$ cat config.mk
export PLATFORM = sky130hd
export DESIGN_NAME = serial_8n1_engine
export DESIGN_NICKNAME = d
export VERILOG_FILES = /design/src/rtl/ser8n1_pkg.sv /design/src/rtl/ser_tick_gen.sv /design/src/rtl/ser_tx.sv /design/src/rtl/ser_rx.sv /design/src/rtl/serial_8n1_engine.sv
export SDC_FILE = /design/constraint.sdc
export NUM_CORES = 1
export LEC_CHECK = 0
export BUFFER_PORTS_ARGS = -buffer_cell sky130_fd_sc_hd__buf_4
export CORE_ASPECT_RATIO = 1.25
export CORE_MARGIN = 1.5
export CORE_UTILIZATION = 57
export CTS_CLUSTER_SIZE = 10
export DETAILED_ROUTE_END_ITERATION = 10
export GPL_TIMING_DRIVEN = 0
export PLACE_DENSITY = 0.82
export SETUP_SLACK_MARGIN = 0.2
export SLEW_MARGIN = 20
export SYNTH_ARGS = -nofsm -noshare
export SYNTH_HDL_FRONTEND = slang
export SYNTH_SLANG_ARGS = --single-unit
$ cat constraint.sdc
create_clock -name clk -period 3.9 [get_ports clk]
set_input_delay 0.39 -clock clk [delete_from_list [all_inputs] [get_ports clk]]
set_output_delay 0.39 -clock clk [all_outputs]
set_load 0.05 [all_outputs]
$ cat src/rtl/ser8n1_pkg.sv
package ser8n1_pkg;
   typedef enum logic [1:0] {
      TXS_IDLE  = 2'd0,
      TXS_ARM   = 2'd1,
      TXS_SHIFT = 2'd2
   } txs_t;

   typedef enum logic [1:0] {
      RXS_IDLE  = 2'd0,
      RXS_START = 2'd1,
      RXS_BITS  = 2'd2
   } rxs_t;
endpackage

$ cat src/rtl/ser_tick_gen.sv
module ser_tick_gen #(
   parameter int DIV_W = 16
) (
   input  logic             clk,
   input  logic             rst_n,
   input  logic [DIV_W-1:0] divisor,
   output logic             tick
);
   logic [DIV_W-1:0] cnt_q;
   logic [DIV_W-1:0] div_q;

   always_ff @(posedge clk) begin
      if (!rst_n) begin
         cnt_q <= '0;
         div_q <= '0;
         tick  <= 1'b0;
      end else if (divisor != div_q) begin
         div_q <= divisor;
         cnt_q <= '0;
         tick  <= 1'b0;
      end else if (cnt_q == div_q) begin
         cnt_q <= '0;
         tick  <= 1'b1;
      end else begin
         cnt_q <= cnt_q + 1'b1;
         tick  <= 1'b0;
      end
   end

   // with a divisor above zero, two ticks are never adjacent
   p_tick_gap_r2: assert property (@(posedge clk) disable iff (!rst_n)
      (tick && div_q != '0 && divisor == div_q) |=> !tick);

   // a divisor change suppresses the tick in the following cycle
   p_restart_r8: assert property (@(posedge clk) disable iff (!rst_n)
      (divisor != div_q) |=> !tick);
endmodule

$ cat src/rtl/ser_tx.sv
module ser_tx
   import ser8n1_pkg::*;
#(
   parameter int DATA_W = 8,
   parameter int OVS    = 4
) (
   input  logic              clk,
   input  logic              rst_n,
   input  logic              tick,
   input  logic [DATA_W-1:0] data,
   input  logic              valid,
   output logic              ready,
   output logic              txd
);
   localparam int FRAME_BITS = DATA_W + 2;
   localparam int BIT_W      = $clog2(FRAME_BITS);
   localparam int SUB_W      = (OVS > 2) ? $clog2(OVS) : 1;
   localparam logic [SUB_W-1:0] SUB_LAST = SUB_W'(OVS - 1);
   localparam logic [BIT_W-1:0] BIT_LAST = BIT_W'(FRAME_BITS - 1);

   txs_t                  state_q;
   logic [FRAME_BITS-1:0] shreg_q;
   logic [BIT_W-1:0]      bit_q;
   logic [SUB_W-1:0]      sub_q;

   assign ready = (state_q == TXS_IDLE);
   assign txd   = (state_q == TXS_SHIFT) ? shreg_q[0] : 1'b1;

   always_ff @(posedge clk) begin
      if (!rst_n) begin
         state_q <= TXS_IDLE;
         shreg_q <= '1;
         bit_q   <= '0;
         sub_q   <= '0;
      end else begin
         case (state_q)
            TXS_IDLE: begin
               if (valid) begin
                  shreg_q <= {1'b1, data, 1'b0};
                  state_q <= TXS_ARM;
               end
            end
            TXS_ARM: begin
               if (tick) begin
                  state_q <= TXS_SHIFT;
                  sub_q   <= '0;
                  bit_q   <= '0;
               end
            end
            TXS_SHIFT: begin
               if (tick) begin
                  if (sub_q == SUB_LAST) begin
                     sub_q <= '0;
                     if (bit_q == BIT_LAST) begin
                        state_q <= TXS_IDLE;
                     end else begin
                        bit_q   <= bit_q + 1'b1;
                        shreg_q <= {1'b1, shreg_q[FRAME_BITS-1:1]};
                     end
                  end else begin
                     sub_q <= sub_q + 1'b1;
                  end
               end
            end
            default: state_q <= TXS_IDLE;
         endcase
      end
   end

   // an accepted byte drops ready in the next cycle, line still idle
   p_accept_r4: assert property (@(posedge clk) disable iff (!rst_n)
      (valid && ready) |=> (!ready && txd));

   // the line is high whenever the transmitter can accept
   p_idle_line_r3: assert property (@(posedge clk) disable iff (!rst_n)
      ready |-> txd);

   // the line only moves in the cycle after a tick
   p_line_on_tick_r2: assert property (@(posedge clk) disable iff (!rst_n)
      !tick |=> $stable(txd));
endmodule

$ cat src/rtl/ser_rx.sv
module ser_rx
   import ser8n1_pkg::*;
#(
   parameter int DATA_W      = 8,
   parameter int OVS         = 4,
   parameter int SYNC_STAGES = 2
) (
   input  logic              clk,
   input  logic              rst_n,
   input  logic              tick,
   input  logic              rxd,
   output logic [DATA_W-1:0] rx_data,
   output logic              rx_valid,
   output logic              rx_frame_err
);
   localparam int SUB_W  = (OVS > 2) ? $clog2(OVS) : 1;
   localparam int BIT_W  = $clog2(DATA_W + 1);
   localparam logic [SUB_W-1:0] SUB_LAST = SUB_W'(OVS - 1);
   localparam logic [SUB_W-1:0] SUB_MID  = SUB_W'(OVS / 2 - 1);
   localparam logic [BIT_W-1:0] BIT_STOP = BIT_W'(DATA_W);

   logic [SYNC_STAGES-1:0] sync_q;
   logic                   rx_s;
   logic                   prev_q;
   logic                   fall;

   for (genvar g = 0; g < SYNC_STAGES; g++) begin : g_sync
      if (g == 0) begin : g_first
         always_ff @(posedge clk) begin
            if (!rst_n) sync_q[0] <= 1'b1;
            else        sync_q[0] <= rxd;
         end
      end else begin : g_next
         always_ff @(posedge clk) begin
            if (!rst_n) sync_q[g] <= 1'b1;
            else        sync_q[g] <= sync_q[g-1];
         end
      end
   end

   assign rx_s = sync_q[SYNC_STAGES-1];
   assign fall = prev_q & ~rx_s;

   rxs_t              state_q;
   logic [DATA_W-1:0] shreg_q;
   logic [BIT_W-1:0]  bit_q;
   logic [SUB_W-1:0]  sub_q;

   always_ff @(posedge clk) begin
      if (!rst_n) begin
         prev_q       <= 1'b1;
         state_q      <= RXS_IDLE;
         shreg_q      <= '0;
         bit_q        <= '0;
         sub_q        <= '0;
         rx_data      <= '0;
         rx_valid     <= 1'b0;
         rx_frame_err <= 1'b0;
      end else begin
         prev_q   <= rx_s;
         rx_valid <= 1'b0;
         case (state_q)
            RXS_IDLE: begin
               if (fall) begin
                  state_q <= RXS_START;
                  sub_q   <= '0;
               end
            end
            RXS_START: begin
               if (tick) begin
                  if (sub_q == SUB_MID) begin
                     sub_q <= '0;
                     bit_q <= '0;
                     state_q <= rx_s ? RXS_IDLE : RXS_BITS;
                  end else begin
                     sub_q <= sub_q + 1'b1;
                  end
               end
            end
            RXS_BITS: begin
               if (tick) begin
                  if (sub_q == SUB_LAST) begin
                     sub_q <= '0;
                     if (bit_q == BIT_STOP) begin
                        rx_valid     <= 1'b1;
                        rx_data      <= shreg_q;
                        rx_frame_err <= ~rx_s;
                        state_q      <= RXS_IDLE;
                     end else begin
                        shreg_q <= {rx_s, shreg_q[DATA_W-1:1]};
                        bit_q   <= bit_q + 1'b1;
                     end
                  end else begin
                     sub_q <= sub_q + 1'b1;
                  end
               end
            end
            default: state_q <= RXS_IDLE;
         endcase
      end
   end

   // delivery is a single-cycle pulse
   p_valid_pulse_r5: assert property (@(posedge clk) disable iff (!rst_n)
      rx_valid |=> !rx_valid);

   // the start-check phase never delivers a byte
   p_no_deliver_in_start_r7: assert property (@(posedge clk) disable iff (!rst_n)
      (state_q == RXS_START) |=> !rx_valid);

   // a delivery leaves the receiver waiting for a new edge
   p_idle_after_deliver_r5: assert property (@(posedge clk) disable iff (!rst_n)
      rx_valid |-> (state_q == RXS_IDLE));
endmodule

$ cat src/rtl/serial_8n1_engine.sv
module serial_8n1_engine #(
   parameter int DIV_W       = 16,
   parameter int DATA_W      = 8,
   parameter int OVS         = 4,
   parameter int SYNC_STAGES = 2
) (
   input  logic              clk,
   input  logic              rst_n,
   input  logic [DIV_W-1:0]  divisor,
   input  logic [DATA_W-1:0] tx_data,
   input  logic              tx_valid,
   output logic              tx_ready,
   output logic              txd,
   input  logic              rxd,
   output logic [DATA_W-1:0] rx_data,
   output logic              rx_valid,
   output logic              rx_frame_err
);
   if (DIV_W < 1) begin : g_bad_div
      $error("DIV_W must be at least 1");
   end
   if (DATA_W < 5 || DATA_W > 9) begin : g_bad_data
      $error("DATA_W must lie in 5..9");
   end
   if (OVS < 2 || (OVS % 2) != 0) begin : g_bad_ovs
      $error("OVS must be even and at least 2");
   end
   if (SYNC_STAGES < 2) begin : g_bad_sync
      $error("SYNC_STAGES must be at least 2");
   end

   logic tick;

   ser_tick_gen #(.DIV_W(DIV_W)) u_tick (
      .clk     (clk),
      .rst_n   (rst_n),
      .divisor (divisor),
      .tick    (tick)
   );

   ser_tx #(.DATA_W(DATA_W), .OVS(OVS)) u_tx (
      .clk   (clk),
      .rst_n (rst_n),
      .tick  (tick),
      .data  (tx_data),
      .valid (tx_valid),
      .ready (tx_ready),
      .txd   (txd)
   );

   ser_rx #(.DATA_W(DATA_W), .OVS(OVS), .SYNC_STAGES(SYNC_STAGES)) u_rx (
      .clk          (clk),
      .rst_n        (rst_n),
      .tick         (tick),
      .rxd          (rxd),
      .rx_data      (rx_data),
      .rx_valid     (rx_valid),
      .rx_frame_err (rx_frame_err)
   );
endmodule

Yosys cells after proc, flatten, opt, wreduce, memory -nomap -nowiden
Index checks and enable logic that the tools add are counted.

Memories kept: 0. Logic and storage cells: 111. Input port bits: 28. Bits in registers: 80. Memory bits (read-only): 0. Latch bits: 0. Output and inout bits: 12. Bits in writable memories: 0.

Mux-type cells: 43. Multiply operators: 0. Magnitude comparators: 0. Bitwise gates (word level): 4. $add $sub $neg: 5. Reductions and logical operators: 18. Div/mod/pow operators: 0. Equality and inequality tests: 24. Shift-type cells: 0.

Operators with widths (number): $mux W10 (4); $mux W2 (20); $mux W4 (9); $pmux W10 S2 (1); $ne A2 B2 Y1 const B (9); $pmux W2 S3 (3); $add A16 B1 Y16 const B (1); $eq A16 B16 Y1 (1); $ne A16 B16 Y1 (1); $pmux W4 S2 (2); $reduce_and A4 Y1 (4); $reduce_and A5 Y1 (3); $reduce_and A6 Y1 (2); $add A4 B1 Y4 const B (2); $eq A2 B2 Y1 const B (4); $eq A4 B4 Y1 const B (2); $ne A2 B1 Y1 const B (4); $eq A2 B1 Y1 const B (3); $reduce_bool A2 Y1 (3); $add A2 B1 Y2 const B (2); $logic_not A2 Y1 (2); $pmux W2 S2 (1); $mux W1 (3); $not A1 Y1 (3); other kinds (5) (5).

Logic depth before layout (Yosys ltp)
Gate-level depths: netlist of run 1.

Word-level depth: 5. Gate-level depth with buffers: 7. Depth with buffers taken out: 6.

Modules after synthesis
A second synthesis of run 1 with hierarchy kept.

Cell total of the unflattened synthesis: 407. Area total of the unflattened synthesis: 4005.1 sq um.

By module, submodules not included: ser_tick_gen (cells each 157, area each 1657.8 sq um, seq. area each 660.6 sq um, instances 1); ser_rx (cells each 139, area each 1353.8 sq um, seq. area each 580.6 sq um, instances 1); ser_tx (cells each 111, area each 993.5 sq um, seq. area each 340.3 sq um, instances 1).

Worst setup path before layout of run 1
Ideal clock, no wire load.

Path type: flip-flop to flip-flop. Start point: register u_rx.state_q[0]. End point: register u_rx.state_q[0]. Buffers on the path: 1. Arrival: 1727 ps. Path slack: 2103 ps. Stages on the path, launching flop included: 7. Data required time: 3829 ps. Path through: dfxtp_1 inv_1 ha_1 clkbuf_1 and2_1 or4b_2 a21oi_1.

Cells in the longest elaborated chain, start to end: 3. Elaborated cells on any way between the ends: 11. Those cells by class: eq/ne (8); mux (1); reduce/logical (2).

Ends and longest elaborated chain: start, declared (line ser_rx.sv:44) `rxs_t state_q;`; start signal, assigned (line ser_rx.sv:74) `state_q <= rx_s ? RXS_IDLE : RXS_BITS;`; $eq A2 B2 Y1 (tied with other cells) (line ser_rx.sv:62) `case (state_q)`; $ne A2 B1 Y1 (no source line) / $ne A2 B2 Y1 (equally long branches); $reduce_and A6 Y1 (no source line).

Several ways; a longest one is shown, not always the timed one. A chain may end at the register's enable or synchronous reset.

Final worst setup path of run 1
Start point: register u_tick.cnt_q[7]. End point: register u_tick.cnt_q[7].

Cells in the longest elaborated chain, start to end: 2. Elaborated cells on any way between the ends: 3. Those cells by class: add/sub (1); eq/ne (1); reduce/logical (1).

Ends and longest elaborated chain: start, declared (line ser_tick_gen.sv:9) `logic [DIV_W-1:0] cnt_q;`; start signal, assigned (line ser_tick_gen.sv:25) `cnt_q <= cnt_q + 1'b1;`; branches (longest 2 deep; another with $add A16 B1 Y16).

Parallel ways; which one is timed is not known.

==> results of run 1 <==
## per-layer routing
metal  GRT usage [%]  wire length (um)  up-vias
met1            28.9              3330     1424
li1                -                 -     1504
met5               0                 0        -
met4            10.0               161        0
met2            43.1              4090       62
met3            4.74               268       15
## worst reg2reg max path: stages, from the launching register on
cell	delay, ns
sky130_fd_sc_hd__dfxtp_1	0.48
sky130_fd_sc_hd__xnor2_1	0.18
sky130_fd_sc_hd__nand4_1	0.18
sky130_fd_sc_hd__nor4_2	0.72
sky130_fd_sc_hd__clkbuf_1	0.45
sky130_fd_sc_hd__nor4_1	0.10
## state kept, by name (all words and copies together) (netlist names), 2 cells and up
register and cells:
u_rx.rx_data 8, u_tick.cnt_q 16, u_rx.sub_q 2, u_tx.sub_q 2
u_tick.div_q 16, u_rx.bit_q 4, u_tx.state_q 2, u_tx.shreg_q 9
u_tx.bit_q 4, u_rx.shreg_q 8, u_rx.state_q 2
## per-stage QoR
step | setup WS, ns | util, % | instance area, um2 | total power [mW] | hold WS (ns)
2_1_floorplan | 2.10 | - | 3710 | 0.952 | 0.386
3_3_place_gp | 1.81 | 65.7 | 4110 | 1.00 | 0.390
6_report | 1.66 | 68.5 | 4280 | 1.54 | 0.237
4_1_cts | 1.71 | 68.5 | 4280 | 1.55 | 0.229
3_5_place_dp | 1.78 | 65.7 | 4110 | 1.01 | 0.402
5_1_grt | 1.49 | 68.5 | 4280 | 1.60 | 0.226
## layout make-up
cell class	count	area (um2)	area share, %
multi-input cells	278	1990	46.4
flip-flops and latches	79	1580	36.9
plain buffers	21	83.8	1.96
well taps	85	106	2.48
repair buffers	39	293	6.84
clock inverters	3	17.5	0.409
inverters	14	52.6	1.23
clock buffers	13	159	3.71
## cell families (layout without fill, tap and decap cells)
logic type      count (synthesis)  after routing  synth area share (%)
simple gates                  141            141                  22.6
flops                          79             79                  42.7
compound gates                 54             54                  9.28
xor+xnor                       45             45                  10.6
buf+inv                        35             90                  3.68
mux                            25             25                  6.75
fa+ha+maj                      13             13                  4.39
## worst min-delay path by stage
stage,endpoint,slack (ns),cells past startpoint
5_1_grt,u_rx.sync_q[0],0.23,2
2_1_floorplan,u_rx.rx_s,0.39,1
4_1_cts,u_rx.sync_q[0],0.23,2
3_3_place_gp,u_rx.rx_s,0.39,1
6_report,u_rx.sync_q[0],0.24,2
3_5_place_dp,u_rx.rx_s,0.40,1
## cell usage after synthesis (2+ instances only)
master,number,share of area [%]
sky130_fd_sc_hd__and2_1,18,3.0
sky130_fd_sc_hd__or4b_2,4,1.1
sky130_fd_sc_hd__or3_1,2,0.34
sky130_fd_sc_hd__buf_2,4,0.54
sky130_fd_sc_hd__nor4b_1,2,0.47
sky130_fd_sc_hd__xnor2_1,26,6.1
sky130_fd_sc_hd__a21o_1,2,0.41
sky130_fd_sc_hd__o21ai_0,19,2.6
sky130_fd_sc_hd__nand4_1,10,1.7
sky130_fd_sc_hd__xor2_1,19,4.5
sky130_fd_sc_hd__a22oi_1,3,0.61
sky130_fd_sc_hd__inv_1,14,1.4
sky130_fd_sc_hd__mux2i_1,25,6.8
sky130_fd_sc_hd__nand2_1,13,1.3
sky130_fd_sc_hd__nor2b_1,5,0.84
sky130_fd_sc_hd__or4_1,2,0.41
sky130_fd_sc_hd__nand3b_1,4,0.81
sky130_fd_sc_hd__nand3_1,11,1.5
sky130_fd_sc_hd__nand2b_1,8,1.4
sky130_fd_sc_hd__clkbuf_1,16,1.6
sky130_fd_sc_hd__a21oi_1,13,1.8
sky130_fd_sc_hd__dfxtp_1,79,43
sky130_fd_sc_hd__ha_1,13,4.4
sky130_fd_sc_hd__nor2_1,23,2.3
sky130_fd_sc_hd__o311ai_0,8,1.9
sky130_fd_sc_hd__nor3_1,5,0.68
sky130_fd_sc_hd__nor4_1,22,3.7
sky130_fd_sc_hd__o31ai_1,4,0.81
sky130_fd_sc_hd__nand4b_1,3,0.71
## power by group through the flow
stage / registers [mW] / clock network [mW] / logic [mW]
after floorplan: 0.859 / 0 / 0.0938
after global placement: 0.862 / 0 / 0.138
after detailed placement: 0.863 / 0 / 0.144
after CTS: 0.844 / 0.560 / 0.147
after global routing: 0.846 / 0.594 / 0.163
final: 0.844 / 0.552 / 0.148
==> reports/summary.md, run 1 <==
The via count of the first global-routing pass was 2954; the synthesis-stage register bit count was 79. After layout, the worst path uses 57.5% of the clock period. The most common library cell in the layout ignoring fill and taps is sky130_fd_sc_hd__dfxtp_1. The effective utilization at floorplan is 59.3%, and the clock transition at the registers of the reported paths is 0.08 ns. The tools report the number of instances in the synthesized netlist as 392. Setup repair after global routing left no endpoint under its margin.

The maximum clock insertion buffer count is 2. The total number of H-tree levels is 3. In this run the power density over the cells is 361 nW/um2. After floorplanning, the core was divided into 32 placement rows.

The internal power was 1.16 mW; the largest stage delay on the critical path was 0.72 ns. The first global-routing pass estimated 13.3 mm of wire. The startpoint identified for the worst hold timing path is rxd. The cell count after placement came out at 516. The maximum VDD drop was 212 uV; the via count was 3005. The post-route netlist has 15.0% of its cells at a drive strength greater than 1. Counting flops with a built-in enable in the synthesized netlist gives 0. The logs give 0 for the antenna diode count and 1.66 ns for the register-to-register path setup slack.

The run gives 54.7% as the register share of total power. By startpoint and endpoint, the worst setup path is classified as flip-flop to flip-flop. Walking the worst path, the cells encountered are xnor2_1 > nand4_1 > nor4_2 > clkbuf_1 > nor4_1. For the worst flop-to-flop path, the logic depth is 5. The final-layout setup total negative slack is 0 ns, and the total routed wirelength is 7.84 mm. The worst relative slew slack came out at 50.0%. The slowest cell on the critical path was sky130_fd_sc_hd__nor4_2. Fraction of registers with async set or reset after synthesis: 0%. Global routing consumed, over all layers together, 24.7% of the routing resources. STA classifies the critical path startpoint as a flip-flop.

For this run, design rule violations remaining after detail routing come to 0. The run gives 13 as the largest net degree at the start of global routing. For this run, the register share of the synthesized area comes to 42.7%.

The die outline width is 75.1 um. Critical path's top delay family: simple AND/OR/NAND/NOR gates. The number of endpoints failing setup at the final stage was 0. After clock tree synthesis, the repair step resized 0 gates. The floorplan step defined a core boundary enclosing 6250 um2. At the end of routability-driven placement, the weighted congestion stood at 0.815.

Net switching is 24.9% of the power. Leaving out fill and tap cells, the most frequent cells in the layout are sky130_fd_sc_hd__dfxtp_1, sky130_fd_sc_hd__buf_4, sky130_fd_sc_hd__xnor2_1, sky130_fd_sc_hd__mux2i_1, sky130_fd_sc_hd__nor2_1. For this run, the number of Yosys warnings is 0. For this block, the initial DRC count from the detailed router was 169.

Combinational logic is responsible for 9.6% of the overall power. The initial antenna violation count is 0. The worst register-to-register path ends at u_tick.cnt_q[7]. In the final routed layout, each cell accounts on average for 14.7 um. The analysis attributes to net switching a power of 0.384 mW. For the pin with the worst max-slew slack, the measured transition is 0.743 ns.

For the clock network fraction of design power, the log shows 35.7%. The count of cells in the finished layout, fillers not included, comes to 532. Data arrives at the worst endpoint at 2.45 ns. For this run the aggregate overflow at the end of global routing stands at 0. The logs give 0 for the count of buffers added by post-CTS timing repair for setup and 483 for the net count reported at finish.

The tools report the number of antenna-violating nets in the routed design as 0. The clock drives 79 sinks. Across the run, the number of max-cap violations was 0. For the worst setup path, the data required time is 4.11 ns.

Worst setup path endpoint: u_tick.cnt_q[7]. The number of hold violations in the final report came out at 0. Pin placement for this block handled 40 I/O pins. Count of input and output buffers: 39.

At the later pin of the worst-skew pair, clock insertion delay measures 0.35 ns. The clock buffer count from CTS was 9. The die covers 7000 um2. Static timing analysis puts the maximum clock frequency at 446 MHz. The critical-path maximum fanout was 10; the cell area after technology mapping was 3710 um2. Measured along the y axis, the die boundary spans 93.2 um.

The logs give 508 for the fill cell total of the finished layout and 0 for the number of pins exceeding their max-slew limit in the final report. Buffers inserted to repair hold after CTS numbered 0. The flow ran to the end, and the final reports show no timing, DRC or antenna violations.

The most used flip-flop cell after synthesis is sky130_fd_sc_hd__dfxtp_1. The cell sitting at the root of the clock tree is a sky130_fd_sc_hd__clkbuf_8. The HPWL after detailed placement is 5.62 mm. The tools report the first element of the critical path as u_tick.cnt_q[7].

The sum of buffers and inverters on the critical path is 1. In this run the critical register-to-register path is launched from u_tick.cnt_q[7]. Dividing the detail-routed via count by the number of cells gives 5.65. The area overhead of the layout relative to synthesis works out to 15.5%. Counting distinct cell types in the post-synthesis netlist gives 44. TritonCTS built the clock tree.

The average instance in the mapped netlist occupies 9.45 um2. The path class of the tightest hold or removal check is input pin to flip-flop. The worst path in the final design needs a cycle of 2.24 ns, including I/O delays and setup. The kind of capture point of the worst setup path is a flip-flop. The total nets after synthesis came out at 433. The logs give 0.00971 ns for the largest clock skew in the final design and 1.50 nW for the leakage power total. The tools report the number of optimization iterations in the first detailed-route pass as 4. The critical path crosses 5 cells after its start point.
Power figures use the tool's default switching activity.
==> inputs of run 2 (changes only) <==
Settings changed: ABC_AREA set to 1, PLACE_DENSITY 0.82 to 0.81.
Clock period 3.9 ns to 2.2 ns, I/O delays scaled along.
==> run 2 against run 1 <==
  * Flip-flop and latch count did not move
  * Clock power rose by 120%
  * Die area rose by 7.2%
  * Core utilization rose by 1.1 points
  * Sequential share of layout area fell by 2.8 points
  * Worst hold slack got worse by 0.20 ns
  * Critical path type is now flip-flop to output port
  * Largest power group unchanged
==> reports/summary.md, run 2 <==
The run finished with clean final reports. The number of instances in the synthesized netlist is 581 (+48%), and the post-route minimum period is 1.91 ns. The count of clock tree sinks was 79 (unchanged); the internal power was 2.30 mW (+98%).

For the via count of the first global-routing pass, the log shows 3286 (+11%). The pin slew with the least headroom to its limit is 0.548 ns (-0.195 ns). The ratio of cells with drive above 1 in the final layout is 13.8% (-1.2 points), and the sequential cell area is 1580 um2 (unchanged). Yosys attributes the largest share of cell area to sky130_fd_sc_hd__dfxtp_1, sky130_fd_sc_hd__nand2_1, sky130_fd_sc_hd__inv_1. By count the netlist is led by sky130_fd_sc_hd__nand2_1, sky130_fd_sc_hd__inv_1, sky130_fd_sc_hd__nor2_1, sky130_fd_sc_hd__dfxtp_1, sky130_fd_sc_hd__o21ai_0. The maximum clock insertion buffer count is 2 (unchanged).

Setup repair after global routing could not meet its margin everywhere. For the number of endpoints failing setup at the final stage, the log shows 0 (unchanged). The largest registers in the layout are u_tick.cnt_q (16), u_tick.div_q (16), u_tx.shreg_q (9). The post-synthesis cell type count is 33 (-25%), and the cts-stage hold buffer count is 0 (unchanged). The fraction of registers with async set or reset after synthesis is 0% (unchanged), and the final period utilization is 86.9%. The cell area after technology mapping was 3980 um2 (+7.5%); the leakage power total was 2.24 nW (+49%).

Leaving out fill and tap cells, the most frequent cells in the layout are sky130_fd_sc_hd__nand2_1, sky130_fd_sc_hd__inv_1, sky130_fd_sc_hd__nor2_1, sky130_fd_sc_hd__dfxtp_1, sky130_fd_sc_hd__buf_4. CTS placed an instance of sky130_fd_sc_hd__clkbuf_8 at the clock tree root. The later-pin clock latency in the skew report is 0.36 ns (about the same).

For the via count, the log shows 3569 (+19%). Wire length per cell after detailed routing: 11.2 um (-24%). The critical path data arrival time is 1.69 ns (-0.76 ns). The number of hold violations in the final report is 0 (unchanged), and the chip height is 96.5 um (+3.5%). The number of antenna-violating nets in the routed design is 0 (unchanged).

The worst setup path is launched from a flip-flop. For the worst path required time, the log shows 1.98 ns (-2.13 ns). Most frequent cell after synthesis: sky130_fd_sc_hd__nand2_1. For the worst relative slew slack, the log shows 63.5% (+13 points). The die area came out at 7500 um2 (+7.2%). The largest clock skew in the final design was 0.00688 ns (-0.00283 ns); the effective utilization at floorplan was 59.9% (+0.57 points). Switching power: 0.878 mW (+130%). The net count reported at finish was 675 (+40%); the proportion of netlist area held by the largest area contributor was 39.7% (-3.0 points).

The kind of capture point of the worst setup path is an output port. The tools report the portion of total power attributed to combinational logic as 14.6% (+5.0 points). The critical path is of the flip-flop to output port type. The antenna diode count is 0 (unchanged), and the sequential fraction of the synthesis area is 39.7% (-3.0 points).

The count of input and output buffers is 39 (unchanged). The tools report the number of synthesis warnings as 0 (unchanged). The tools report the number of pins exceeding their max-slew limit in the final report as 0 (unchanged).

The area overhead of the layout relative to synthesis is 16.3%, and the highest achievable clock rate is 523 MHz. The final cell utilization of the core is 69.7% (+1.1 points), and the die outline width is 77.8 um (+3.5%). The row count came out at 33 (+3.1%).

The synthesized design spends more area on one cell type than any other, namely sky130_fd_sc_hd__dfxtp_1. For the core outline area, the log shows 6650 um2 (+6.4%). The most used flip-flop cell after synthesis is sky130_fd_sc_hd__dfxtp_1.

The synthesis-stage register bit count works out to 79 (unchanged). The count of flip-flops with a built-in enable after synthesis is 0 (unchanged), and the mean instance size in the synthesized netlist is 6.85 um2 (-27%). The detailed-route DRC error count was 0 (unchanged). Number of maximum-capacitance violations: 0 (unchanged).

The area of the multi-input gates is 1970 um2 (-1.1%). The final-layout setup total negative slack was 0 ns (unchanged). The half-perimeter wire length after placement is 6.00 mm (+6.7%).

For the register-to-register path setup slack, the log shows 0.37 ns (-1.29 ns). The clock buffer count from CTS is 9 (unchanged), and the fill cell total of the finished layout is 574 (+13%). The logs give 141 (-17%) for the number of DRC markers after the initial detailed-route iteration and 8.13 mm (+3.6%) for the total routed wirelength. For the register share of total power, the log shows 47.9% (-6.8 points). Most common library cell in the layout ignoring fill and taps: sky130_fd_sc_hd__nand2_1. The logs give 4 (unchanged) for the number of optimization iterations in the first detailed-route pass and 0.872 (+7.0%) for the final weighted congestion in routability-driven placement. For the top-level port count, the log shows 40 (unchanged).

The total global routing overflow is 0 (unchanged), and the total nets after synthesis is 622 (+44%). The run gives 15 (+2) as the largest net degree at the start of global routing. The tools report the clock network fraction of design power as 37.5% (+1.8 points).

The initial antenna violation count was 0 (unchanged). The global routing usage summed across all routing layers came out at 23.5% (-1.2 points). The critical-path maximum fanout came out at 10 (unchanged). The total number of H-tree levels came out at 3 (unchanged). The clock transition at the registers of the reported paths is 0.08 ns (about the same).

The switching share of total power was 27.6% (+2.7 points); the mean number of vias per cell was 4.92 (-13%). TritonCTS built the clock tree. The path class of the tightest hold or removal check is input pin to flip-flop. For the first-pass GRT wire length, the log shows 13.9 mm (+4.1%).

The power per cell area is 686 nW/um2 (+90%), and the maximum VDD drop is 404 uV (+90%).
[run 2: what timing repair did]
item                       in CTS  in global routing
hold endpoints to repair        0                  0
setup buffers                   0                  3
setup endpoints to repair       0                  6
gates resized for setup         0                  1
[run 2: layout make-up]
| cell class | instances | share of cell area (%) |
|---|---|---|
| clock buffers | 9 | 2.67 |
| multi-input cells | 395 | 42.5 |
| flip-flops and latches | 79 | 34.2 |
| repair buffers | 42 | 6.81 |
| well taps | 87 | 2.35 |
| clock inverters | 7 | 2.11 |
| plain buffers | 11 | 1.54 |
| inverters | 96 | 7.89 |
[run 2: routing by layer]
metal / vias to the layer above / routed length, um / global-route usage (%)
li1: 1887 / - / -
met1: 1618 / 3490 / 25.7
met2: 56 / 4210 / 42.3
met3: 8 / 324 / 6.67
met4: 0 / 102 / 10.6
met5: - / 0 / 0
[run 2: worst paths after layout]
check	startpoint	end	cells past startpoint
min reg2reg	u_rx.sync_q[0]	u_rx.rx_s	1
max reg2reg	u_rx.state_q[0]	u_rx.state_q[1]	8
max	u_tx.state_q[1]	txd	6
min	rxd	u_rx.sync_q[0]	2
[run 2: kinds of logic after synthesis]
group	count (synthesis)	synth area share, %
XOR/XNOR	22	4.84
adder cells (fa/ha/maj)	13	4.08
buffers and inverters	107	11.0
AO/OA/AOI/OAI	60	9.24
flip-flops	79	39.7
AND/OR/NAND/NOR	300	31.2
[run 2: metrics by stage]
step	cell area, um2	setup WS [ns]	total power [mW]	cells	hold WS [ns]
after CTS	4610	0.225	3.19	723	0.0374
final	4630	0.289	3.18	726	0.0413
after floorplan	3980	0.396	1.88	581	0.313
after detailed placement	4380	0.436	2.01	707	0.406
after global placement	4380	0.453	1.99	707	0.399
after global routing	4630	0.170	3.33	726	0.0333
[run 2: critical path: stages, from the launching register on]
cell,delay [ns]
sky130_fd_sc_hd__dfxtp_1,0.38
sky130_fd_sc_hd__inv_2,0.06
sky130_fd_sc_hd__nor2_4,0.16
sky130_fd_sc_hd__inv_4,0.08
sky130_fd_sc_hd__buf_2,0.18
sky130_fd_sc_hd__or2_2,0.28
sky130_fd_sc_hd__buf_4,0.19
[run 2: power by group through the flow]
stage               Sequential, mW  Clock (mW)  Combinational [mW]
floorplan                     1.55           0               0.331
global placement              1.55           0               0.438
detailed placement            1.56           0               0.451
CTS                           1.52        1.21               0.461
global route                  1.53        1.27               0.528
finish                        1.52        1.19               0.463
